## config.mk

```make
export PLATFORM = sky130hd
export DESIGN_NAME = simd_sat_addsub
export DESIGN_NICKNAME = d
export VERILOG_FILES = /design/src/rtl/simd_sat_addsub.sv
export SDC_FILE = /design/constraint.sdc
export NUM_CORES = 1
export LEC_CHECK = 0
export BUFFER_PORTS_ARGS = -buffer_cell sky130_fd_sc_hd__buf_2
export CAP_MARGIN = 30
export CORE_MARGIN = 2
export CORE_UTILIZATION = 41
export CTS_BUF_LIST = sky130_fd_sc_hd__clkbuf_16
export CTS_CLUSTER_DIAMETER = 40
export DETAILED_ROUTE_END_ITERATION = 16
export PLACE_DENSITY = 0.64
export SETUP_SLACK_MARGIN = 0.3
export SLEW_MARGIN = 20
export SYNTH_ARGS = -nofsm -noshare
export SYNTH_HDL_FRONTEND = slang
export SYNTH_SLANG_ARGS = --single-unit
```

## constraint.sdc

```tcl
create_clock -name clk -period 4.95 [get_ports clk]
set_input_delay 1.485 -clock clk [delete_from_list [all_inputs] [get_ports clk]]
set_output_delay 1.485 -clock clk [all_outputs]
set_load 0.02 [all_outputs]
```

## src/rtl/simd_sat_addsub.sv

```systemverilog
module simd_sat_addsub #(
  parameter int DATA_W = 64
) (
  input  logic              clk,
  input  logic              rst,
  input  logic              in_valid,
  input  logic [DATA_W-1:0] src_a,
  input  logic [DATA_W-1:0] src_b,
  input  logic              fmt_half,
  input  logic              op_sub,
  input  logic              sat_en,
  output logic              out_valid,
  output logic [DATA_W-1:0] result,
  output logic [DATA_W/8-1:0] sat_flags
);
  localparam int NB = DATA_W / 8;
  localparam int NH = DATA_W / 16;

  logic [DATA_W-1:0] b_res, h_res;
  logic [NB-1:0]     b_clamp;
  logic [NH-1:0]     h_clamp;

  for (genvar i = 0; i < NB; i++) begin : g_byte
    logic [8:0] ext;
    assign ext = op_sub ? {1'b0, src_a[8*i +: 8]} - {1'b0, src_b[8*i +: 8]}
                        : {1'b0, src_a[8*i +: 8]} + {1'b0, src_b[8*i +: 8]};
    assign b_clamp[i] = sat_en & ext[8];
    assign b_res[8*i +: 8] = b_clamp[i] ? (op_sub ? 8'h00 : 8'hFF) : ext[7:0];
  end

  for (genvar i = 0; i < NH; i++) begin : g_half
    logic [16:0] ext;
    assign ext = op_sub ? {1'b0, src_a[16*i +: 16]} - {1'b0, src_b[16*i +: 16]}
                        : {1'b0, src_a[16*i +: 16]} + {1'b0, src_b[16*i +: 16]};
    assign h_clamp[i] = sat_en & ext[16];
    assign h_res[16*i +: 16] = h_clamp[i] ? (op_sub ? 16'h0000 : 16'hFFFF) : ext[15:0];
  end

  always_ff @(posedge clk) begin
    if (rst) begin
      out_valid <= 1'b0;
      result    <= '0;
      sat_flags <= '0;
    end else begin
      out_valid <= in_valid;
      if (in_valid) begin
        result    <= fmt_half ? h_res : b_res;
        sat_flags <= fmt_half ? {{(NB-NH){1'b0}}, h_clamp} : b_clamp;
      end
    end
  end

  p_valid_latency_r2: assert property (@(posedge clk) disable iff (rst)
    !$past(rst) |-> out_valid == $past(in_valid));

  p_hold_r3: assert property (@(posedge clk) disable iff (rst)
    !$past(rst) && !$past(in_valid) |-> $stable(result) && $stable(sat_flags));

  p_no_flags_wrap_r8: assert property (@(posedge clk) disable iff (rst)
    !$past(rst) && $past(in_valid) && !$past(sat_en) |-> sat_flags == '0);

  p_half_upper_flags_r8: assert property (@(posedge clk) disable iff (rst)
    !$past(rst) && $past(in_valid) && $past(fmt_half) |-> sat_flags[NB-1:NH] == '0);

  for (genvar i = 0; i < NB; i++) begin : g_chk
    p_byte_clamp_value_r6: assert property (@(posedge clk) disable iff (rst)
      !$past(rst) && $past(in_valid) && !$past(fmt_half) && sat_flags[i]
      |-> result[8*i +: 8] == ($past(op_sub) ? 8'h00 : 8'hFF));
  end
endmodule

```

# [Word level (Yosys, flattened, before mapping)]
# Cells that the tools add are included.
[totals] reg_bits=73 input_bits=134 elab_cells=67
[op_classes] muxes=28 n_addsub=24 bitwise_logic=12
[ops] op="$mux 16" n=5
[ops] op="$mux 8" n=10
[ops] op="$add 8x8->9" n=8
[ops] op="$mux 9" n=8
[ops] op="$sub 8x8->9" n=8
[ops] op="$add 16x16->17" n=4
[ops] op="$mux 17" n=4
[ops] op="$sub 16x16->17" n=4
[ops] op="$mux 64" n=1
[ops] op="$and 1x1->1" n=12

# [Longest topological paths before layout]
[logic_depth] ltp_word=5 ltp_mapped=17

# [Worst setup path after synthesis]
# No wires, ideal clock.
[synth_path] path_kind="input to register" startpoint="input port op_sub" endpoint="register result[1]" cell_stages=14 arrival_time_ps=4893 slack_ps=-62 setup_ps=120 required_time_ps=4830 cell_sequence="clkbuf_1 -> clkbuf_1 -> buf_1 -> buf_2 -> mux2i_1 -> fa_1 -> a21oi_1 -> a2bb2oi_2 -> a211oi_1 -> o21a_1 -> or4_1 -> nand2_2 -> nor2_1 -> a211o_1"
[synth_between] elab_chain_cells=4 word_cells_on_any_way=9
[synth_lines] item="start, declared" line_no="10" rtl="input logic op_sub,"
[synth_lines] item="$mux 9 or $mux 17 (tied branches)" line_no="25, 33"
[synth_lines] item="$and 1x1->1 (on tied branches)" line_no="27, 35"
[synth_lines] item="$mux 8 or $mux 16 (tied branches)" line_no="28, 36"
[synth_lines] item="$mux 64 *" line_no="47" rtl="result <= fmt_half ? h_res : b_res;"
[synth_lines] item="end signal, assigned" line_no="47"
[synth_lines] item="end, declared" line_no="13" rtl="output logic [DATA_W-1:0] result,"
# Every way passes the cells marked *; elsewhere a longest branch is shown, timed or not.
# A chain may end at the register's enable or synchronous reset.

# [Final worst setup path]
[layout_path] startpoint="input port src_b[8]" endpoint="register result[2]"
[layout_between] elab_chain_cells=5 word_cells_on_any_way=6
[layout_lines] item="start, declared" line_no="8" rtl="input logic [DATA_W-1:0] src_b,"
[layout_lines] item="$add 16x16->17 or $sub 16x16->17 (tied branches)" line_no="34, 33"
[layout_lines] item="$mux 17 *" line_no="33" rtl="assign ext = op_sub ? {1'b0, src_a[16*i +: 16]} - {1'b0, src_b[16*i +: 16]}"
[layout_lines] item="$and 1x1->1 *" line_no="35" rtl="assign h_clamp[i] = sat_en & ext[16];"
[layout_lines] item="$mux 16 *" line_no="36" rtl="assign h_res[16*i +: 16] = h_clamp[i] ? (op_sub ? 16'h0000 : 16'hFFFF) : ext[15:0];"
[layout_lines] item="$mux 64 *" line_no="47"
# Marks and branches as above.

==> impl_results.md <==
- Status: finished clean
- CP startpoint kind: primary input
- Area growth, synth to finish: 22.0%
- Slew margin rel.: 0.435
- PortBufs: just over 200
- Ant. Diodes: 0
- Reg-to-reg endpoint: result[26]
- Placed cells: between 1.5k and 2k
- Commonest non-fill, non-tap cell in the layout: buf_2
- Die height: between 150 and 200 um
- Sw Ratio: 0.428
- CP cell instances: buf_2 -> inv_1 -> ha_2 -> nand2b_1 -> nor4_1 -> nor2_1 -> nor2_1 -> xor2_1 -> ha_1 -> and3_4 -> a221o_1 -> o21a_1 -> or2_1 -> xor2_1 -> or4_4 -> a21oi_1
- Share of cells above drive strength 1: 0.209
- Core box area: between 20000 and 25000 um2
- Crit path kind: in2reg
- Post-synth net total: approximately 1.6k
- WHS Path Cells: 1
- Vias in the first global route: around 9.9k
- CP arrival: about 4800 ps
- Hold crit path type: reg2reg
- Largest net degree at the start of global routing: 33
- Psw: between 1000 and 1500 uW
- Hold_ws: around 490 ps
- Largest stage delay, worst path: ~550 ps
- # fillers: between 2k and 2.5k
- Clock Tree Root: clkbuf_16
- Pleak: roughly 0.0055 uW
- FMAX: 0.220 GHz
- Vias per cell: 5.72
- Cells after Synth: 1322
- Total grt overflow: 0
- Worst skew pair latency: between 300 and 400 ps
- Instance area at placement: roughly 12000 um2
- Vias: between 10k and 15k
- R2R depth: 3
- Flop pwr share: 0.228
- Gr usage total: 0.252
- Int Pwr: 1830 uW
- ANT nets after route: 0
- Worst vdd ir: ~0.18 mV
- PwrDens: approximately 270 nW/um2
- Final count of negative-setup-slack endpoints: 0
- Hold Fails Final Rpt: 0
- Routability Congestion: between 0.8 and 0.9
- Iter 0 DRT Violations: around 730
- Mapped Area: around 9800 um2
- Min cycle time layout: 4550 ps
- Worst-path fanout max: 5
- Hold_sp: result[20]
- Initial antenna violation count: 0
- Ys async rst share: 0
- Mean Syn Cell Area: roughly 7.4 um2
- First drt pass iteration count: 5
- Clock-pin slew on the worst setup and hold paths: approximately 60 ps
- Tcrit/Tclk final: 0.918
- R2r setup slk: about 4000 ps
- Clk network pwr share: 0.196
- Die width: between 150 and 200 um
- CTS tree: yes
- DRT Wirelength: between 30000 and 40000 um
- Worst-margin pin slew: 845 ps
- Placement row count: 56
- Clock Tree Buf Depth: 2
- WP data required: roughly 5200 ps
- Dpl hpwl: roughly 26000 um
- Fin cells: ~1.9k
- Yosys cell types: approximately 80
- H-tree Lvls: 3
- Layout Nets: 1799
- Clock sinks: 73
- Full die area: around 25000 um2
- Ys Warns: 0
- Final Max Tran Viols: 0
- DRC Markers: 0
- Wire per inst: 17.5 um
- EDFF count, synth: 0
- FF-to-FF Start: result[26]
- Max-cap violation count: 0
- RSZ-0062 raised after global routing: false
- Share of power burned in combinational logic: 0.576
- Seq/Total Area, Yosys: 0.149
- Starting Density: 0.418
- IO Count: approximately 210
- Crit. End Element: flop
- CP startpoint: src_b[8]
- Post-route cell area: 12000 um2
- Synth Flop Type: dfxtp_1
- Final Skew: 0 ps
- Num CTS Buffers: 9
- Most frequent cells in the layout: buf_2 (205), nor2_1 (167), xnor2_1 (116), a21oi_1 (116), ha_1 (103)
- FF+latch count, synth: between 70 and 80
- Hold endpoint: result[20]
- Slowest CP cell: or4_4
- First-pass GRT wire length: approximately 51000 um
## through the flow
step	power, uW	utilization	TNS [ps]	worst slack (ps)
5_1_grt	3420	0.510	0	272
6_report	3200	0.510	0	405
3_3_place_gp	2520	0.490	0	71.7
2_1_floorplan	1990	-	0	303
4_1_cts	3170	0.502	0	321
3_5_place_dp	2530	0.490	-38.8	-25.6
## power groups by stage
| stage | logic (uW) | clock network (uW) | registers [uW] |
|---|---|---|---|
| after global placement | 1780 | 0 | 741 |
| after detailed placement | 1790 | 0 | 741 |
| after CTS | 1800 | 637 | 729 |
| after global routing | 2020 | 661 | 736 |
| after floorplan | 1170 | 0 | 823 |
| final | 1840 | 626 | 729 |
## metal layers
layer	track usage	vias up	routed length (um)
li1	-	5335	-
met1	0.346	5018	15100
met2	0.423	354	15300
met3	0.0308	38	1930
met4	0.0562	0	552
met5	0	-	0
## how the worst max path moves through the flow
stage | endpoint | slack [ps] | depth (start not counted)
detailed placement | sat_flags[2] | -30 | 17
global route | result[2] | 270 | 15
CTS | sat_flags[2] | 320 | 17
finish | result[2] | 400 | 16
global placement | result[7] | 70 | 16
floorplan | result[1] | 300 | 13
## critical path: cells and delay by family
kind                     cells  cell delay (ps)
buffers and inverters        2              210
XOR/XNOR                     2              360
AO/OA/AOI/OAI                3              700
AND/OR/NAND/NOR              7             1580
adder cells (fa/ha/maj)      2              470
## cells in the mapped netlist, drive strengths merged, types with 6 or more instances
cell	n	share of area
a211o	14	0.013
a211oi	13	0.0099
a21o	25	0.019
a21oi	117	0.060
a221o	7	0.0071
a22o	9	0.0080
a22oi	12	0.0092
a311oi	7	0.0063
a31oi	26	0.017
and2	10	0.0064
and3	8	0.0051
buf	8	0.0036
clkbuf	38	0.015
dfxtp	73	0.15
fa	8	0.016
ha	104	0.13
inv	56	0.021
mux2i	23	0.025
nand2	76	0.029
nand2b	14	0.0089
nand3	36	0.018
nand4	6	0.0038
nor2	174	0.067
nor2b	16	0.010
nor3	43	0.022
nor3b	8	0.0066
nor4	16	0.012
o2111ai	6	0.0054
o211ai	16	0.012
o21a	21	0.016
o21ai	70	0.036
o22ai	15	0.0096
or2	9	0.0057
or3	8	0.0051
xnor2	116	0.10
xor2	43	0.038
## sequential cells by signal (all words and copies together) (netlist names)
signal     count
out_valid      1
result        64
sat_flags      8
## cells by family after synthesis
group           share of synthesized area
buf+inv                            0.0397
compound gates                      0.283
mux                                0.0259
fa+ha+maj                           0.149
simple gates                        0.211
flops                               0.149
xor+xnor                            0.142
## area by class of cell
cell class,count,area [um2],area share
Timing Repair Buffer,266,1520,0.127
Clock inverter,7,53.8,0.00449
Inverter,56,210,0.0176
Sequential cell,73,1460,0.122
Clock buffer,9,225,0.0188
Multi-Input combinational cell,1147,8100,0.677
Tap cell,319,399,0.0333
## what timing repair did
item	in CTS	in global routing
setup buffers	0	7
setup endpoints to repair	0	60
gates resized for setup	0	28
hold buffers	0	0
Note: power is estimated with default switching activity, not from simulation.
